[src/rtl/pcm_play_pkg.sv]
package pcm_play_pkg;
  localparam int SAMPLE_W = 16;
  localparam int SLOT_W   = 20;
  localparam int WORD_W   = 2 * SAMPLE_W;
  localparam int STAT_W   = 3;
  localparam int ST_LEVEL = 0;
  localparam int ST_UNDER = 1;
  localparam int ST_OVER  = 2;

  function automatic logic [SLOT_W-1:0] to_slot(input logic [SAMPLE_W-1:0] s);
    return {s, {(SLOT_W - SAMPLE_W){1'b0}}};
  endfunction
endpackage

[src/rtl/pcm_play_store.sv]
module pcm_play_store #(
  parameter int DEPTH  = 4,
  parameter int WORD_W = 32,
  localparam int PTR_W = (DEPTH > 1) ? $clog2(DEPTH) : 1,
  localparam int CNT_W = $clog2(DEPTH + 1)
) (
  input  logic              clk,
  input  logic              rst_n,
  input  logic              push,
  input  logic              pop,
  input  logic [WORD_W-1:0] wdata,
  output logic [WORD_W-1:0] head,
  output logic [CNT_W-1:0]  fill
);
  logic [WORD_W-1:0] mem [DEPTH];
  logic [PTR_W-1:0]  wptr_q, wptr_d, rptr_q, rptr_d;
  logic [CNT_W-1:0]  fill_q, fill_d;

  always_comb begin
    wptr_d = wptr_q;
    rptr_d = rptr_q;
    fill_d = fill_q;
    if (push) wptr_d = (wptr_q == PTR_W'(DEPTH - 1)) ? '0 : wptr_q + 1'b1;
    if (pop)  rptr_d = (rptr_q == PTR_W'(DEPTH - 1)) ? '0 : rptr_q + 1'b1;
    if (push && !pop)      fill_d = fill_q + 1'b1;
    else if (pop && !push) fill_d = fill_q - 1'b1;
  end

  always_ff @(posedge clk or negedge rst_n) begin
    if (!rst_n) begin
      wptr_q <= '0;
      rptr_q <= '0;
      fill_q <= '0;
    end else begin
      wptr_q <= wptr_d;
      rptr_q <= rptr_d;
      fill_q <= fill_d;
    end
  end

  always_ff @(posedge clk) begin
    if (push) mem[wptr_q] <= wdata;
  end

  assign head = mem[rptr_q];
  assign fill = fill_q;
endmodule

[src/rtl/pcm_play_unpack.sv]
module pcm_play_unpack
  import pcm_play_pkg::*;
(
  input  logic              clk,
  input  logic              rst_n,
  input  logic              slot_req,
  input  logic              empty,
  input  logic [WORD_W-1:0] head,
  output logic              pop,
  output logic              underrun,
  output logic [SLOT_W-1:0] slot_data
);
  logic              hi_q, hi_d;
  logic [SLOT_W-1:0] slot_q, slot_d;
  logic [SAMPLE_W-1:0] pick;

  always_comb begin
    pick     = hi_q ? head[WORD_W-1:SAMPLE_W] : head[SAMPLE_W-1:0];
    underrun = slot_req && empty;
    pop      = slot_req && !empty && hi_q;
    hi_d     = hi_q;
    slot_d   = slot_q;
    if (slot_req) begin
      if (empty) begin
        slot_d = '0;
      end else begin
        slot_d = to_slot(pick);
        hi_d   = !hi_q;
      end
    end
  end

  always_ff @(posedge clk or negedge rst_n) begin
    if (!rst_n) begin
      hi_q   <= 1'b0;
      slot_q <= '0;
    end else begin
      hi_q   <= hi_d;
      slot_q <= slot_d;
    end
  end

  assign slot_data = slot_q;
endmodule

[src/rtl/pcm_play_refill.sv]
module pcm_play_refill
  import pcm_play_pkg::*;
#(
  parameter int DEPTH  = 4,
  parameter int REFILL = DEPTH,
  localparam int CNT_W = $clog2(DEPTH + 1)
) (
  input  logic              clk,
  input  logic              rst_n,
  input  logic [CNT_W-1:0]  fill,
  input  logic              dma_ack,
  input  logic              status_clr,
  input  logic              underrun,
  input  logic              overrun,
  output logic              dma_req,
  output logic [STAT_W-1:0] status
);
  localparam logic [CNT_W-1:0] DEPTH_C  = CNT_W'(DEPTH);
  localparam logic [CNT_W-1:0] REFILL_C = CNT_W'(REFILL);

  logic              lvl_q, lvl_d;
  logic              req_q, req_d;
  logic [STAT_W-1:0] st_q, st_d, ev;
  logic              lvl_rise;

  always_comb begin
    lvl_d    = (DEPTH_C - fill) >= REFILL_C;
    lvl_rise = lvl_d && !lvl_q;
    req_d    = dma_ack ? 1'b0 : (req_q || lvl_rise);
    ev           = '0;
    ev[ST_LEVEL] = lvl_rise;
    ev[ST_UNDER] = underrun;
    ev[ST_OVER]  = overrun;
    st_d = (status_clr ? '0 : st_q) | ev;
  end

  always_ff @(posedge clk or negedge rst_n) begin
    if (!rst_n) begin
      lvl_q <= 1'b0;
      req_q <= 1'b0;
      st_q  <= '0;
    end else begin
      lvl_q <= lvl_d;
      req_q <= req_d;
      st_q  <= st_d;
    end
  end

  assign dma_req = req_q;
  assign status  = st_q;
endmodule

[src/rtl/pcm_play_chan.sv]
module pcm_play_chan
  import pcm_play_pkg::*;
#(
  parameter int DEPTH  = 4,
  parameter int REFILL = DEPTH,
  localparam int CNT_W = $clog2(DEPTH + 1)
) (
  input  logic              clk,
  input  logic              rst_n,
  input  logic              wr_en,
  input  logic [31:0]       wr_data,
  input  logic              slot_req,
  output logic [19:0]       slot_data,
  output logic              dma_req,
  input  logic              dma_ack,
  input  logic              status_clr,
  output logic [2:0]        status
);
  logic [CNT_W-1:0]  fill;
  logic [WORD_W-1:0] head;
  logic full, empty, push, pop, underrun, overrun;

  assign full    = (fill == CNT_W'(DEPTH));
  assign empty   = (fill == '0);
  assign push    = wr_en && !full;
  assign overrun = wr_en && full;

  pcm_play_store #(.DEPTH(DEPTH), .WORD_W(WORD_W)) u_store (
    .clk(clk), .rst_n(rst_n), .push(push), .pop(pop),
    .wdata(wr_data), .head(head), .fill(fill)
  );

  pcm_play_unpack u_unpack (
    .clk(clk), .rst_n(rst_n), .slot_req(slot_req), .empty(empty),
    .head(head), .pop(pop), .underrun(underrun), .slot_data(slot_data)
  );

  pcm_play_refill #(.DEPTH(DEPTH), .REFILL(REFILL)) u_refill (
    .clk(clk), .rst_n(rst_n), .fill(fill), .dma_ack(dma_ack),
    .status_clr(status_clr), .underrun(underrun), .overrun(overrun),
    .dma_req(dma_req), .status(status)
  );
endmodule

[config.mk]
export PLATFORM = sky130hd
export DESIGN_NAME = pcm_play_chan
export DESIGN_NICKNAME = d
export VERILOG_FILES = /design/src/rtl/pcm_play_pkg.sv /design/src/rtl/pcm_play_store.sv /design/src/rtl/pcm_play_unpack.sv /design/src/rtl/pcm_play_refill.sv /design/src/rtl/pcm_play_chan.sv
export SDC_FILE = /design/constraint.sdc
export NUM_CORES = 1
export LEC_CHECK = 0
export BUFFER_PORTS_ARGS = -buffer_cell sky130_fd_sc_hd__buf_2
export CORE_MARGIN = 5
export CORE_UTILIZATION = 58
export DETAILED_ROUTE_END_ITERATION = 7
export PLACE_DENSITY = 0.89
export SLEW_MARGIN = 5
export SYNTH_ARGS = -nofsm -noshare
export SYNTH_HDL_FRONTEND = slang
export SYNTH_SLANG_ARGS = --single-unit
[constraint.sdc]
create_clock -name clk -period 2.75 [get_ports clk]
set_input_delay 0.4125 -clock clk [delete_from_list [all_inputs] [get_ports clk]]
set_output_delay 0.4125 -clock clk [all_outputs]
set_load 0.01 [all_outputs]
==> out/results.ini, run 1 <==
[worst_setup_path]
slowest_delay_ps=420
critPathKind=reg2reg
crit_family=adder cells
cp_max_fo=5
cp-start-kind=flip-flop
reg2reg_setup_slack_ps=530
cp-end-kind=flip-flop
slowest_stage=dfrtp_1
reg2reg_to=u_store.fill[2]
rr_worst_depth=10
crit_arrival_ps=2650
crit_chain=nor2_1 > ha_1 > and3b_1 > inv_2 > ha_1 > inv_1 > fa_1 > xor2_1 > nor2_1 > xnor2_1
reg2reg_from=u_store.fill[0]
required_ps=3180
critical_path_buf_inv_count=2

[placed_design]
port_buffers=57
gp_congestion=0.7625
place_worst_setup_slack_ps=537.2
dp_cells=553
dp_hpwl_mm=7.038

[clock_tree]
clk_pin_slew_ps=60
htreeDepth=4
clockBufferDepth=2
cts_setup_buffers=0
hold_buffers=1
cts-root-buf=clkbuf_8
numClockSinks=157
cts_buffers=17
cts_tree=built
cts_resized=0
worstSkewPairLatency_ps=520

[pwr]
leakage_nw=2.771
finalPower_mw=7.858
p_per_area_mw_per_mm2=1076
ir_drop_mv=0.4214

[route]
num_vias=3383
drt_wl_total_mm=12.11
drt_first_iter_violations=247
drc=0
wl_per_cell_um=20.63
viasPerCell=5.763
ant_nets=0
first_pass_iters=4

[layout]
nets=480
area_delta_synth_final_pct=16.38
layoutNonFillerInstCount=587
layout-drive-gt1-share_pct=26.23

[hold_path]
hold_path.class=in2reg
whs_path_depth=2
holdPathEnd=u_refill.dma_req
worstHoldStart=dma_ack

[timing]
fin_skew_ps=8.883
period_minus_slack_ps=2217
setup_violations=0
setup-tns-final_ps=0
worst_pin_slew_ps=760.1
finalCritPeriodShare_pct=80.62
slew_headroom_pct=49.33
rsz0062_at_grt=false
hold_violations=0
fmax_mhz=451.0
final.setup.worst_slack_ps=532.8
maxSlewViolCount=0

[synthesis]
synth_top_cell_by_area=edfxtp_1
synth-seq-area-share_pct=72.79
synth_edf_count=128
ys_top_cells_by_area=edfxtp_1 61%, dfrtp_1 12%, mux4_2 5.4%
ys.flop_type=edfxtp_1
synth_commonest_cells=128 x edfxtp_1, 29 x dfrtp_1, 26 x mux2i_1
postSynth.asyncResetShare_pct=18.47
synth_top_area_share_pct=61.23
synth_warnings=0
synthesis.area_mm2=0.006277
synth.avg_cell_area_um2=17.39
syn_inst=361
ys_types=35
ys_ff_latch=157
yosysMostFrequentCell=edfxtp_1

[global_route]
grtUsageTotal_pct=20.34
grt_pass1_vias=3690
grt_remaining_overflow=0
grt_max_degree=51
grt_antenna_before_repair=1
grt_pass1_wl_mm=19.52

[job]
maxCapViolations=0

[floorplan]
coreArea_mm2=0.01075
start_util_pct=58.42
ios=62
die_h_um=114.0
die_w_um=114.0
die-area_mm2=0.01300
num_rows=38

[run_status]
status=finished, final reports clean

==> how the worst max path moves through the flow <==
stage	cells past startpoint	startpoint	slack, ps	to
5_1_grt	10	u_store.fill[1]	340	u_store.fill[2]
2_1_floorplan	11	u_store.fill[0]	440	u_store.fill[2]
3_3_place_gp	10	u_store.fill[1]	610	u_store.fill[2]
3_5_place_dp	10	u_store.fill[0]	540	u_store.fill[2]
6_report	10	u_store.fill[0]	530	u_store.fill[2]
4_1_cts	10	u_store.fill[0]	520	u_store.fill[2]
==> per-stage QoR <==
stage / area [µm²] / hold slack [ps] / utilization, %
global placement: 6708 / 442.2 / 62.42
floorplan: 6289 / 116.9 / -
finish: 7306 / 41.03 / 67.99
global route: 7306 / 15.98 / 67.99
detailed placement: 6708 / 463.7 / 62.42
CTS: 7303 / 17.81 / 67.97
==> cell families (layout without fill, tap and decap cells) <==
| family | count (synthesis) | after routing | share of synthesized area [%] |
|---|---|---|---|
| compound gates | 26 | 26 | 3.468 |
| simple gates | 89 | 89 | 7.773 |
| other cells | 1 | 5 | 0.05974 |
| buf+inv | 30 | 112 | 2.910 |
| mux | 46 | 46 | 10.66 |
| xor+xnor | 3 | 3 | 0.4187 |
| fa+ha+maj | 9 | 9 | 1.914 |
| flops | 157 | 157 | 72.79 |
==> where the power goes <==
part / switching, mW / internal (mW) / leakage, nW
logic: 1.15 / 0.951 / 0.953
clock network: 0.851 / 1.45 / 0.284
registers: 0.277 / 3.18 / 1.53
total: 2.28 / 5.58 / 2.77
==> layer usage <==
| metal | routed length [µm] | vias up | global-route usage [%] |
|---|---|---|---|
| met1 | 4704 | 1710 | 25.09 |
| met2 | 6394 | 129 | 34.04 |
| met4 | 197 | 0 | 8.868 |
| met5 | 0 | - | 0 |
| met3 | 810 | 17 | 5.411 |
| li1 | - | 1527 | - |
==> final cells by class <==
| cell class | instances | area (µm²) |
|---|---|---|
| sequential | 157 | 4571 |
| fill | 684 | 3440 |
| multi-input combinational | 177 | 1536 |
| clock buffer | 25 | 474.2 |
| timing repair buffer | 70 | 397.9 |
| tap | 140 | 175.2 |
| clock inverter | 7 | 111.4 |
| inverter | 10 | 37.54 |
| antenna | 1 | 2.502 |
==> registers in the layout (all words and copies together) (netlist names) <==
signal,count
u_store.mem,128
u_refill.status,3
u_store.wptr_q,2
u_refill.dma_req,1
u_refill.lvl_q,1
u_store.fill,3
u_unpack.slot_data,16
u_store.rptr_q,2
u_unpack.hi_q,1
==> placed cells by master, fill, tap and decap left out, drive strengths merged, types with 7 or more instances in the layout <==
master / synthesis / routed
a32o: 13 / 13
buf: 14 / 69
clkbuf: 6 / 25
dfrtp: 29 / 29
edfxtp: 128 / 128
ha: 8 / 8
inv: 10 / 10
mux2i: 26 / 26
mux4: 16 / 16
nand2: 23 / 23
nand2b: 14 / 14
nand3: 13 / 13
nand3b: 13 / 13
nor2: 9 / 9
nor2b: 7 / 7
==> worst reg2reg max path, delay by kind of cell (launching register included) <==
family	cells	cell delay, ps
XOR/XNOR	2	290
adder cells (fa/ha/maj)	3	780
buffers and inverters	2	130
flip-flops	1	420
AND/OR/NAND/NOR	3	510
Power figures use the tool's default switching activity.
==> run 2, diff against run 1 <==
--- a/config.mk
+++ b/config.mk
@@ -7,9 +7,9 @@
 export LEC_CHECK = 0
 export BUFFER_PORTS_ARGS = -buffer_cell sky130_fd_sc_hd__buf_2
 export CORE_MARGIN = 5
-export CORE_UTILIZATION = 58
+export CORE_UTILIZATION = 53
 export DETAILED_ROUTE_END_ITERATION = 7
-export PLACE_DENSITY = 0.89
+export PLACE_DENSITY = 0.87
 export SLEW_MARGIN = 5
 export SYNTH_ARGS = -nofsm -noshare
 export SYNTH_HDL_FRONTEND = slang
==> constraint.sdc (replaced) <==
create_clock -name clk -period 1.9 [get_ports clk]
set_input_delay 0.285 -clock clk [delete_from_list [all_inputs] [get_ports clk]]
set_output_delay 0.285 -clock clk [all_outputs]
set_load 0.01 [all_outputs]
==> out/results.ini, run 2 (synthesis results as in run 1) <==
[timing]
hold_violations=0  ; unchanged
fin_skew_ps=10.89  ; +2.009 ps
setup_violations=2  ; +2
period_minus_slack_ps=1966  ; -251.5 ps
worst_pin_slew_ps=495.8  ; -264.3 ps
rsz0062_at_grt=true
finalCritPeriodShare_pct=103.5  ; +23 points
fmax_mhz=508.7  ; +13%
maxSlewViolCount=0  ; unchanged
slew_headroom_pct=66.09  ; +17 points
final.setup.worst_slack_ps=-65.67  ; -598.5 ps

[layout]
layout_commonest_cell=edfxtp_1
nets=497  ; +3.5%
layout-drive-gt1-share_pct=31.75  ; +5.5 points
layout_common_cells=128 x edfxtp_1, 57 x buf_2, 28 x dfrtp_1
area_delta_synth_final_pct=19.81
final_area_mm2=0.007521  ; +2.9%
num-fill-cells=770  ; +13%
largest_reg_flops=128  ; unchanged
regMostFlops=u_store.mem
layoutNonFillerInstCount=607  ; +3.4%

[worst_setup_path]
crit_arrival_ps=2280  ; -370 ps
reg2reg_setup_slack_ps=-70  ; -600 ps
cp-start-kind=flip-flop
slowest_delay_ps=400  ; -20 ps
reg2reg_from=u_store.fill[1]
rr_worst_depth=8  ; -2
cp-endpoint=u_store.fill[1]
crit_chain=nor2_2 > ha_2 > and3b_2 > inv_4 > ha_4 > inv_2 > fa_2 > mux2_4
cp-end-kind=flip-flop
cp_max_fo=2  ; -3
crit_start=u_store.fill[1]
slowest_stage=fa_2
reg2reg_to=u_store.fill[1]
critPathKind=reg2reg
required_ps=2210  ; -970 ps

[floorplan]
num_rows=39  ; +2.6%
die-area_mm2=0.01412  ; +8.6%
start_util_pct=54.51  ; -3.9 points
die_w_um=118.8  ; +4.2%
die_h_um=118.8  ; +4.2%
coreArea_mm2=0.01152  ; +7.2%
ios=62  ; unchanged

[clock_tree]
htreeDepth=4  ; unchanged
clk_pin_slew_ps=60  ; about the same
cts-root-buf=clkbuf_16
numClockSinks=157  ; unchanged
clockBufferDepth=2  ; unchanged
worstSkewPairLatency_ps=420  ; -100 ps
cts_buffers=17  ; unchanged
cts_tree=built

[route]
ant_nets=0  ; unchanged
first_pass_iters=4  ; unchanged
viasPerCell=5.723  ; -0.69%
drt_first_iter_violations=286  ; +16%
wl_per_cell_um=19.91  ; -3.5%
drt_wl_total_mm=12.09  ; -0.18%
num_vias=3474  ; +2.7%
drc=0  ; unchanged

[placed_design]
dp_cells=567  ; +2.5%
place_worst_setup_slack_ps=-115.5  ; -652.8 ps
postPlaceCellArea_mm2=0.006877  ; +2.5%
gp_congestion=0.7291  ; -4.4%
port_buffers=57  ; unchanged
dp_hpwl_mm=7.379  ; +4.8%

[global_route]
grt_antenna_before_repair=0  ; -1
grt_pass1_vias=3774  ; +2.3%
grt_pass1_wl_mm=19.41  ; -0.57%
grtUsageTotal_pct=18.25  ; -2.1 points
grt_max_degree=43  ; -16%
grt_remaining_overflow=0  ; unchanged

[pwr]
intPower_mw=8.274  ; +48%
ir_drop_mv=0.7597  ; +80%
power_frac_seq_pct=41.9  ; -2.1 points
combPwrFrac_pct=29.7  ; +3.0 points
clock_power_share_pct=28.3  ; -1.0 points
leakage_nw=2.867  ; +3.4%
p_per_area_mw_per_mm2=1554  ; +44%
swShare_pct=29.19  ; +0.22 points
p_sw_mw=3.411  ; +50%

[hold_path]
hold_path.class=in2reg

[job]
maxCapViolations=0  ; unchanged

[run_status]
status=complete, but fails checks
failed_checks=negative setup slack

run 2: per-layer routing:
metal,track usage [%],routed length (µm)
met5,0,0
met4,8.545,340
met2,30.55,6290
met1,22.01,4708
met3,5.261,748
run 2: metrics by stage:
stage	utilization [%]	power [mW]	TNS, ps	hold slack (ps)
after floorplan	-	7.283	-5487	-10.59
after global placement	59.71	8.165	-96.68	262.5
after detailed placement	59.71	8.368	-221.1	254.6
after CTS	65.13	11.75	-142.6	54.94
after global routing	65.29	12.28	-311.1	61.87
final	65.31	11.68	-117.5	76.96
run 2: repair_timing:
action	CTS	global route
pin swaps	3	0
buffers inserted	3	2
endpoints found under the setup margin	2	129
gates resized for setup	0	1
endpoints found under the hold margin	17	0
hold buffers	2	0
run 2: worst min-delay path by stage:
stage,slack [ps],depth (start not counted),to,startpoint
floorplan,-10,0,u_refill.dma_req,rst_n
global placement,260,1,u_unpack.slot_data[11],rst_n
detailed placement,250,1,u_unpack.slot_data[11],rst_n
CTS,50,1,u_store.mem[0][22],wr_data[22]
global route,60,1,u_store.mem[0][4],wr_data[4]
finish,80,1,u_store.mem[0][17],wr_data[17]
run 2: area by class of cell:
cell class,instances,area (µm²),area share (%)
flip-flops and latches,157,4571,60.77
multi-input cells,177,1569,20.86
repair buffers,87,578.1,7.686
clock buffers,19,432.9,5.756
well taps,143,178.9,2.379
diodes,1,2.502,0.03327
clock inverters,13,148.9,1.980
inverters,10,40.04,0.5324
run 2: power by group through the flow:
stage	Combinational, mW	Sequential, mW	Clock (mW)
after global placement	3.27	4.90	0
after detailed placement	3.41	4.96	0
final	3.47	4.90	3.31
after CTS	3.49	4.90	3.36
after global routing	3.81	4.97	3.51
after floorplan	2.31	4.97	0
run 2: critical path, delay by kind of cell (launching register included):
family        cells  cell delay [ps]
flops             1              390
mux               1              270
buf+inv           2              100
simple gates      2              370
fa+ha+maj         3              710
